File: src/rtl/pcs_ssd_pkg.sv
package pcs_ssd_pkg;
    localparam int SYM_W = 5;
    localparam int NIB_W = 4;

    localparam logic [SYM_W-1:0] CG_J = 5'b11000;
    localparam logic [SYM_W-1:0] CG_K = 5'b10001;
    localparam logic [SYM_W-1:0] CG_I = 5'b11111;
    localparam logic [NIB_W-1:0] NIB_PRE = 4'h5;

    typedef enum logic [1:0] {
        ST_IDLE = 2'd0,
        ST_DATA = 2'd1,
        ST_FCAR = 2'd2
    } rx_state_e;

    function automatic logic [NIB_W-1:0] dec5(input logic [SYM_W-1:0] c);
        logic [NIB_W-1:0] n;
        case (c)
            5'b11110: n = 4'h0;
            5'b01001: n = 4'h1;
            5'b10100: n = 4'h2;
            5'b10101: n = 4'h3;
            5'b01010: n = 4'h4;
            5'b01011: n = 4'h5;
            5'b01110: n = 4'h6;
            5'b01111: n = 4'h7;
            5'b10010: n = 4'h8;
            5'b10011: n = 4'h9;
            5'b10110: n = 4'hA;
            5'b10111: n = 4'hB;
            5'b11010: n = 4'hC;
            5'b11011: n = 4'hD;
            5'b11100: n = 4'hE;
            5'b11101: n = 4'hF;
            default:  n = 4'h0;
        endcase
        return n;
    endfunction
endpackage

File: src/rtl/ssd_bit_window.sv
module ssd_bit_window
    import pcs_ssd_pkg::*;
#(
    parameter int WIN_W = 2 * SYM_W
) (
    input  logic             clk,
    input  logic             rst_n,
    input  logic             bit_i,
    output logic [WIN_W-1:0] win_next_o,
    output logic [WIN_W-1:0] win_q_o
);
    logic [WIN_W-1:0] win_d, win_q;

    always_comb begin
        win_d = {win_q[WIN_W-2:0], bit_i};
    end

    always_ff @(posedge clk) begin
        if (!rst_n) win_q <= '1;
        else        win_q <= win_d;
    end

    assign win_next_o = win_d;
    assign win_q_o    = win_q;
endmodule

File: src/rtl/ssd_rx_ctrl.sv
module ssd_rx_ctrl
    import pcs_ssd_pkg::*;
#(
    parameter int IDLE_END_SYMS = 2,
    parameter int WIN_W         = 2 * SYM_W
) (
    input  logic             clk,
    input  logic             rst_n,
    input  logic [WIN_W-1:0] win_i,
    output logic             crs_o,
    output logic             dv_o,
    output logic             fc_o,
    output logic             nib_v_o,
    output logic [NIB_W-1:0] nib_o
);
    localparam int CNT_W    = $clog2(SYM_W);
    localparam int ICNT_W   = $clog2(IDLE_END_SYMS + 1);
    localparam int TRIG_IDX = WIN_W - 3;
    localparam logic [WIN_W-1:0] PAIR_JK = {CG_J, CG_K};

    typedef struct packed {
        rx_state_e         st;
        logic [CNT_W-1:0]  cnt;
        logic [ICNT_W-1:0] icnt;
        logic [NIB_W-1:0]  held;
        logic [NIB_W-1:0]  nib;
        logic              nib_v;
    } ctrl_s;

    ctrl_s ctl_d, ctl_q;
    logic              at_edge;
    logic              last_idle;
    logic [CNT_W-1:0]  cnt_step;
    logic [SYM_W-1:0]  sym;

    always_comb begin
        ctl_d       = ctl_q;
        ctl_d.nib_v = 1'b0;
        at_edge     = (ctl_q.cnt == CNT_W'(SYM_W - 1));
        cnt_step    = at_edge ? '0 : ctl_q.cnt + 1'b1;
        sym         = win_i[SYM_W-1:0];
        last_idle   = (ctl_q.icnt == ICNT_W'(IDLE_END_SYMS - 1));
        case (ctl_q.st)
            ST_IDLE: begin
                if (!win_i[TRIG_IDX]) begin
                    ctl_d.cnt  = '0;
                    ctl_d.icnt = '0;
                    if (win_i == PAIR_JK) begin
                        ctl_d.st    = ST_DATA;
                        ctl_d.nib   = NIB_PRE;
                        ctl_d.nib_v = 1'b1;
                        ctl_d.held  = NIB_PRE;
                    end else begin
                        ctl_d.st = ST_FCAR;
                    end
                end
            end
            ST_DATA: begin
                ctl_d.cnt = cnt_step;
                if (at_edge) begin
                    if (sym == CG_I && last_idle) begin
                        ctl_d.st   = ST_IDLE;
                        ctl_d.icnt = '0;
                    end else begin
                        ctl_d.nib   = ctl_q.held;
                        ctl_d.nib_v = 1'b1;
                        ctl_d.held  = dec5(sym);
                        ctl_d.icnt  = (sym == CG_I) ? ctl_q.icnt + 1'b1 : '0;
                    end
                end
            end
            ST_FCAR: begin
                ctl_d.cnt = cnt_step;
                if (at_edge) begin
                    if (sym == CG_I && last_idle) begin
                        ctl_d.st   = ST_IDLE;
                        ctl_d.icnt = '0;
                    end else begin
                        ctl_d.icnt = (sym == CG_I) ? ctl_q.icnt + 1'b1 : '0;
                    end
                end
            end
            default: ctl_d.st = ST_IDLE;
        endcase
    end

    always_ff @(posedge clk) begin
        if (!rst_n) ctl_q <= '0;
        else        ctl_q <= ctl_d;
    end

    assign crs_o   = (ctl_q.st != ST_IDLE);
    assign dv_o    = (ctl_q.st == ST_DATA);
    assign fc_o    = (ctl_q.st == ST_FCAR);
    assign nib_v_o = ctl_q.nib_v;
    assign nib_o   = ctl_q.nib;

    AST_SSD_START: assert property (@(posedge clk) disable iff (!rst_n)
        (ctl_q.st == ST_IDLE && win_i == PAIR_JK) |=> (dv_o && nib_v_o && nib_o == NIB_PRE));

    AST_NIB_GAP: assert property (@(posedge clk) disable iff (!rst_n)
        nib_v_o |=> !nib_v_o);

    AST_FC_QUIET: assert property (@(posedge clk) disable iff (!rst_n)
        $rose(fc_o) |-> (!dv_o && !nib_v_o && $past(ctl_q.st == ST_IDLE)));

    AST_FC_EXIT: assert property (@(posedge clk) disable iff (!rst_n)
        $fell(fc_o) |-> ($past(win_i) == '1));
endmodule

File: src/rtl/ssd_tx_insert.sv
module ssd_tx_insert
    import pcs_ssd_pkg::*;
(
    input  logic             clk,
    input  logic             rst_n,
    input  logic             valid_i,
    input  logic             sop_i,
    input  logic [SYM_W-1:0] sym_i,
    output logic             valid_o,
    output logic [SYM_W-1:0] sym_o
);
    typedef struct packed {
        logic             pend_k;
        logic             vld;
        logic [SYM_W-1:0] sym;
    } tx_s;

    tx_s tx_d, tx_q;

    always_comb begin
        tx_d     = tx_q;
        tx_d.vld = valid_i;
        if (valid_i) begin
            if (sop_i) begin
                tx_d.sym    = CG_J;
                tx_d.pend_k = 1'b1;
            end else if (tx_q.pend_k) begin
                tx_d.sym    = CG_K;
                tx_d.pend_k = 1'b0;
            end else begin
                tx_d.sym = sym_i;
            end
        end
    end

    always_ff @(posedge clk) begin
        if (!rst_n) tx_q <= '0;
        else        tx_q <= tx_d;
    end

    assign valid_o = tx_q.vld;
    assign sym_o   = tx_q.sym;

    AST_TX_J: assert property (@(posedge clk) disable iff (!rst_n)
        (valid_i && sop_i) |=> (valid_o && sym_o == CG_J));

    AST_TX_PASS: assert property (@(posedge clk) disable iff (!rst_n)
        (valid_i && !sop_i && !tx_q.pend_k) |=> (valid_o && sym_o == $past(sym_i)));
endmodule

File: src/rtl/pcs_ssd_unit.sv
module pcs_ssd_unit
    import pcs_ssd_pkg::*;
#(
    parameter int IDLE_END_SYMS = 2
) (
    input  logic             clk,
    input  logic             rst_n,
    input  logic             rx_code_bit,
    output logic             rx_crs,
    output logic             rx_dv,
    output logic             rx_false_carrier,
    output logic             rx_nib_valid,
    output logic [NIB_W-1:0] rx_nib,
    input  logic             tx_sym_valid,
    input  logic             tx_sop,
    input  logic [SYM_W-1:0] tx_sym,
    output logic             tx_out_valid,
    output logic [SYM_W-1:0] tx_out_sym
);
    localparam int WIN_W = 2 * SYM_W;

    logic [WIN_W-1:0] win_next, win_q;

    ssd_bit_window #(.WIN_W(WIN_W)) u_win (
        .clk        (clk),
        .rst_n      (rst_n),
        .bit_i      (rx_code_bit),
        .win_next_o (win_next),
        .win_q_o    (win_q)
    );

    ssd_rx_ctrl #(.IDLE_END_SYMS(IDLE_END_SYMS), .WIN_W(WIN_W)) u_ctrl (
        .clk     (clk),
        .rst_n   (rst_n),
        .win_i   (win_next),
        .crs_o   (rx_crs),
        .dv_o    (rx_dv),
        .fc_o    (rx_false_carrier),
        .nib_v_o (rx_nib_valid),
        .nib_o   (rx_nib)
    );

    ssd_tx_insert u_tx (
        .clk     (clk),
        .rst_n   (rst_n),
        .valid_i (tx_sym_valid),
        .sop_i   (tx_sop),
        .sym_i   (tx_sym),
        .valid_o (tx_out_valid),
        .sym_o   (tx_out_sym)
    );

    AST_IDLE_WIN: assert property (@(posedge clk) disable iff (!rst_n)
        !rx_crs |-> (win_q[WIN_W-1 -: 3] == 3'b111));

    AST_DV_CRS: assert property (@(posedge clk) disable iff (!rst_n)
        $rose(rx_dv) |-> (rx_crs && rx_nib_valid));
endmodule

File: config.mk
export PLATFORM = sky130hd
export DESIGN_NAME = pcs_ssd_unit
export DESIGN_NICKNAME = d
export VERILOG_FILES = /design/src/rtl/pcs_ssd_pkg.sv /design/src/rtl/ssd_bit_window.sv /design/src/rtl/ssd_rx_ctrl.sv /design/src/rtl/ssd_tx_insert.sv /design/src/rtl/pcs_ssd_unit.sv
export SDC_FILE = /design/constraint.sdc
export NUM_CORES = 1
export LEC_CHECK = 0
export ABC_AREA = 0
export BUFFER_PORTS_ARGS = -buffer_cell sky130_fd_sc_hd__buf_2
export CORE_UTILIZATION = 61
export CTS_BUF_LIST = sky130_fd_sc_hd__clkbuf_4 sky130_fd_sc_hd__clkbuf_8
export CTS_CLUSTER_SIZE = 14
export DETAILED_ROUTE_END_ITERATION = 16
export GPL_ROUTABILITY_DRIVEN = 0
export PLACE_DENSITY = 0.83
export SLEW_MARGIN = 10
export SYNTH_ARGS = -nofsm -noshare
export SYNTH_HDL_FRONTEND = slang
export SYNTH_SLANG_ARGS = --single-unit
File: constraint.sdc
create_clock -name clk -period 4.2 [get_ports clk]
set_input_delay 0.84 -clock clk [delete_from_list [all_inputs] [get_ports clk]]
set_output_delay 0.84 -clock clk [all_outputs]
set_load 0.02 [all_outputs]
Yosys cells after proc, flatten, opt, wreduce, memory -nomap -nowiden
Memories as Yosys holds them, arrays and structs flattened. Cells that the tools add are included.

Output and inout bits: 14. Flip-flop bits (word level): 32. Input port bits: 10. Memory bits (read-only): 128. Logic and storage cells: 53. Memories: 1.

Add/subtract/negate cells: 2. Mux-type cells: 17. Reductions and logical operators: 10. Equality and inequality tests: 13.

Memories: (no name shown) (words 32, width 4, rd ports 1, clocked after memory_dff 0, wr ports 0, line pcs_ssd_pkg.sv:18) `case (c)`.

Operator list (number): 9-bit two-way mux (2); 9-bit one-hot mux with 2 select lines (1); 16-bit two-way mux (1); 5-bit one-hot mux with 3 select lines (1); 2-bit two-way mux (6); 11-bit two-way mux (1); 10-bit == test (second input constant) (1); 5-bit two-way mux (2); 2-bit by 1-bit != test with 1-bit output (second input constant) (5); 5-bit == test (second input constant) (1); 5-bit AND reduction (1); 2-bit by 1-bit == test with 1-bit output (second input constant) (2); 2-bit != test (second input constant) (2); 2-bit one-hot mux with 2 select lines (1); 4-bit AND reduction (1); 2-bit nonzero test (2); 3-bit by 1-bit adder with 3-bit output (second input constant) (1); 3-bit == test (second input constant) (1); 3-bit two-way mux (1); 3-bit AND reduction (1); 3-bit nonzero test (1); 2-bit by 1-bit adder with 2-bit output (second input constant) (1); 2-bit == test (second input constant) (1); 2-bit logical NOT (1); other kinds (4) (4).

Longest topological paths before layout
Depth in word-level cells: 5. Gate-level depth with buffers: 6. Mapped depth without buffers: 6.

Hierarchy
A second synthesis with hierarchy kept.

Cell total of the unflattened synthesis: 171. Area total of the unflattened synthesis: 1631.6 um2.

Modules (own cells, without submodules): ssd_rx_ctrl (times used 1, cells an instance 108, area an instance 980.9 um2); ssd_bit_window (times used 1, cells an instance 30, area an instance 337.8 um2); ssd_tx_insert (times used 1, cells an instance 33, area an instance 312.8 um2).

Worst setup path before layout
No wires, ideal clock.

Kind: input-to-reg. Start: input rx_code_bit. End: register u_ctrl.ctl_q[5] (netlist name). Setup slack: 2.161 ns. Arrival time: 1.980 ns. Cell stages on the path: 4. Path through: nand2_1 or4_4 a22oi_4 o221a_2.

Longest elaborated chain between the ends: 4.

Ends and longest elaborated chain: start, declared (line pcs_ssd_unit.sv:8) `input logic rx_code_bit,`; memory read 32 x 4 bit or 5-bit == test (tied branches); 9-bit two-way mux or 1-bit logical AND (tied branches) (line ssd_rx_ctrl.sv:61) `if (sym == CG_I && last_idle) begin`; 11-bit two-way mux or 2-bit != test (tied branches); 9-bit one-hot mux with 2 select lines or 5-bit AND reduction (tied branches); end signal, assigned (line ssd_rx_ctrl.sv:89) `else ctl_q <= ctl_d;`; end, declared (line ssd_rx_ctrl.sv:30) `ctrl_s ctl_d, ctl_q;`.

Several ways; a longest one is shown, not always the timed one. The select of a mux whose other input is x is not followed. A chain may end at the register's enable or synchronous reset.

Worst setup path after layout
Start: register u_ctrl.ctl_q[14] (netlist name). End: output rx_crs.

Longest elaborated chain between the ends: 1.

Ends and longest elaborated chain: 2-bit nonzero test (line ssd_rx_ctrl.sv:92) `assign crs_o = (ctl_q.st != ST_IDLE);`; end, declared (line pcs_ssd_unit.sv:9) `output logic rx_crs,`.

No other way between the ends.

==> impl_metrics.py <==
metrics = {
    "logic_synthesis": {
        "synthesis.instances": 168,
        "synth_top_family_by_area": "simple AND/OR/NAND/NOR gates",
        "postSynthNetCount": 187,
        "ys_warn_count": 0,
        "biggest_area_contributors_in_the_synthesized_netlist": "sky130_fd_sc_hd__dfxtp_1 42%, sky130_fd_sc_hd__ha_1 7.4%, sky130_fd_sc_hd__mux2i_1 5.2%, sky130_fd_sc_hd__nand2b_1 4.5%, sky130_fd_sc_hd__buf_4 4.4%",
        "post_synth_and_or_nand_nor_area_fraction_pct": 21.1,
        "synth_compound_gate_area_share_pct": 15.4,
        "netlist.area_leader.share_pct": 41.8,
        "ys_types": 32,
        "synth_xor_area_share_pct": 0,
        "synth_top_area_cell": "sky130_fd_sc_hd__dfxtp_1",
        "synthMuxAreaShare_pct": 5.23,
        "syn_avg_cell_area_um2": 9.12,
        "synth_edf_count": 0,
        "synth_ff_type": "sky130_fd_sc_hd__dfxtp_1",
        "syn-cell-area_mm2": 0.00153,
        "yosys.area_share.adder_pct": 7.35,
        "ys_ff_latch": 32,
        "seq_area_frac_synth_pct": 41.8,
        "synth_async_sr_flop_share_pct": 0,
    },
    "critical_path": {
        "rr_startpoint": "u_win.win_q_o[2]",
        "crit_path_max_incr_delay_ps": 410,
        "crit_fanout": 4,
        "crit_path_end_kind": "output pin",
        "cpMostUsedCell": "sky130_fd_sc_hd__inv_1",
        "startpoint_type": "flip-flop",
        "timing.critical_path.slowest_stage_cell": "sky130_fd_sc_hd__dfxtp_1",
        "crit_required_ps": 3360,
        "r2r_slack_ps": 2010,
        "critical_path_buf_inv_count": 3,
        "rr_endpoint": "u_ctrl.ctl_q[8]",
        "worst-r2r-cell-count": 4,
        "critPathKind": "reg -> out",
        "cpLargestDelayFamily": "buffers and inverters",
        "crit_arrival_ps": 1410,
        "crit_chain": "inv_1 > ha_1 > inv_1 > buf_2",
    },
    "final_layout": {
        "multi_input_area_um2": 752,
        "fillCellCount": 183,
        "diodes": 0,
        "area_growth_pct": 8.41,
        "post_route_insts_no_fill": 211,
        "post-route-util_pct": 72.3,
        "fraction_of_final_layout_cells_with_drive_strength_greater_than_1_pct": 21.3,
        "final_net_count": 201,
        "ff_latch_area_um2": 641,
    },
    "detailed_routing": {
        "route.detailed.wl_per_inst_um": 13.5,
        "drt-total-wl_um": 2840,
        "drt_first_pass_iters": 4,
        "via_per_inst": 5.76,
        "routed_vias": 1216,
        "drt.antenna.violating_nets": 0,
        "detailedRoute.firstIterationViolations": 30,
        "drc": 0,
    },
    "cts": {
        "clk_transition_reported_paths_ps": 100,
        "cts_tree": "built",
        "ctsLongestPathBuffers": 2,
        "ctsHoldBuffers": 0,
        "clk-insertion-delay-late_ps": 330,
        "post_cts_resize_count": 0,
        "cts_inserted_buffers": 5,
        "ctsHtreeMaxLevel": 2,
        "root_buffer": "sky130_fd_sc_hd__clkbuf_4",
        "post-cts-setup-buffers": 0,
        "cts.sinks": 32,
    },
    "hold_path": {
        "min_delay_worst_endpoint": "u_win.win_q_o[5]",
        "hp-start": "u_win.win_q_o[4]",
        "worst_hold_path_type": "reg -> reg",
        "hold-path-cell-count": 1,
    },
    "global_routing": {
        "grt.met3_usage_pct": 6.14,
        "grt_max_degree": 29,
        "global_route.usage.met1_pct": 29.4,
        "grt_overflow": 0,
        "grt_most_used_layer": "met2",
        "grt_pass1_wl_um": 4720,
        "grt_usage_pct": 24.1,
        "grt_use_met2_pct": 39.3,
        "grt_pass1_vias": 1069,
        "antenna_found_initial": 0,
    },
    "power_and_ir_drop": {
        "clock_power_share_pct": 39.8,
        "power.density_mw_per_mm2": 350,
        "net_switching_power_mw": 0.127,
        "cell_internal_pwr_mw": 0.454,
        "power.static_leakage_nw": 0.710,
        "power.combinational.fraction_pct": 6.1,
        "worst_case_vdd_ir_drop_mv": 0.329,
        "sw_frac_of_total_pct": 21.8,
        "power_frac_seq_pct": 54.1,
    },
    "sta": {
        "max_clock_skew_ps": 12.4,
        "timing.setup.tns_ps": 0,
        "post-route-period-util_pct": 53.5,
        "tightestPinTransition_ps": 444,
        "slew_headroom_pct": 70.4,
        "maxClockFrequency_mhz": 445,
        "number_of_endpoints_with_negative_hold_slack_in_the_final_report": 0,
        "fin_ws_ps": 1950,
        "grt_setup_unrepaired": "no",
        "layout_min_cycle_time_ps": 2250,
        "final-max-slew-violation-count": 0,
        "final.hold.worst_slack_ps": 463,
        "setup-violations-final": 0,
    },
    "floorplanning": {
        "rows": 17,
        "die_extent_in_y_um": 52.1,
        "design.portCount": 24,
        "initial_util_pct": 66.7,
        "design.die.area_mm2": 0.00271,
        "chipWidth_um": 52.1,
        "design.core.area_mm2": 0.00230,
    },
    "run_status": {
        "status": "completed",
    },
    "placed_design": {
        "placed_cells_incl_taps": 203,
        "detailed_place_hpwl_um": 2090,
        "port_buffers": 23,
        "pre_cts_ws_ps": 1880,
    },
    "run": {
        "max-cap-violations": 0,
    },
}
[registers in the layout, summed over array words and instances (netlist names)]
register        cells
u_ctrl.ctl_q       11
u_ctrl.nib_o        4
u_ctrl.nib_v_o      1
u_tx.valid_o        1
u_tx.sym_o          5
u_tx.tx_q           1
u_win.win_q_o       9
[cell families after synthesis]
kind of cell / count (synthesis)
muxes: 8
adders and majority gates: 9
DFF: 32
AOI/OAI and AO/OA: 32
buffers and inverters: 26
and+or+nand+nor: 61
[layout by cell type (no fill, tap or decap), drive strengths merged, types with 7 or more instances in the layout]
cell type / count
a21oi: 10
buf: 23
dfxtp: 32
ha: 9
inv: 10
mux2i: 8
nand2: 15
nand2b: 11
nand3: 7
nor2: 12
o21ai: 7
[cells in the mapped netlist (all sizes together), types with 3 or more instances]
master / n
nand2: 15
dfxtp: 32
nand3: 7
or4: 3
clkbuf: 6
o221a: 4
nand2b: 11
nand4b: 3
a22oi: 3
mux2i: 8
inv: 10
ha: 9
buf: 10
a21oi: 10
o21ai: 7
nor2: 12
[through the flow]
step                      power [mW]  instance area (um2)
final                          0.580                 1660
after global routing           0.602                 1660
after CTS                      0.586                 1660
after detailed placement       0.356                 1580
after global placement         0.354                 1580
after floorplan                0.348                 1530
[how the worst max path moves through the flow]
stage | start | endpoint | slack [ps] | depth (start not counted)
global placement | rx_code_bit | u_ctrl.nib_o[2] | 1970 | 5
finish | u_ctrl.ctl_q[14] | rx_crs | 1950 | 4
floorplan | rx_code_bit | u_ctrl.ctl_q[5] | 2160 | 4
detailed placement | rx_code_bit | u_ctrl.ctl_q[8] | 1880 | 5
CTS | u_ctrl.ctl_q[14] | rx_crs | 1950 | 4
global route | u_ctrl.ctl_q[14] | rx_crs | 1850 | 4
[layout make-up]
class	instances	share of cell area [%]
flip-flops and latches	32	38.6
multi-input cells	110	45.3
well taps	28	2.11
clock buffers	6	2.71
clock inverters	2	2.11
repair buffers	23	6.93
inverters	10	2.26
[power by group through the flow]
| stage | combinational, mW | clock (mW) | sequential (mW) |
|---|---|---|---|
| 6_report | 0.0354 | 0.231 | 0.314 |
| 5_1_grt | 0.0402 | 0.247 | 0.315 |
| 4_1_cts | 0.0355 | 0.237 | 0.314 |
| 3_5_place_dp | 0.0352 | 0 | 0.321 |
| 3_3_place_gp | 0.0343 | 0 | 0.320 |
| 2_1_floorplan | 0.0288 | 0 | 0.319 |
[per-layer routing]
layer	vias to the layer above	part of all wire [%]
met5	-	0
met4	0	1.3
met3	5	5.2
met2	36	47
met1	570	47
li1	605	-
Note: power is estimated with default switching activity, not from simulation.
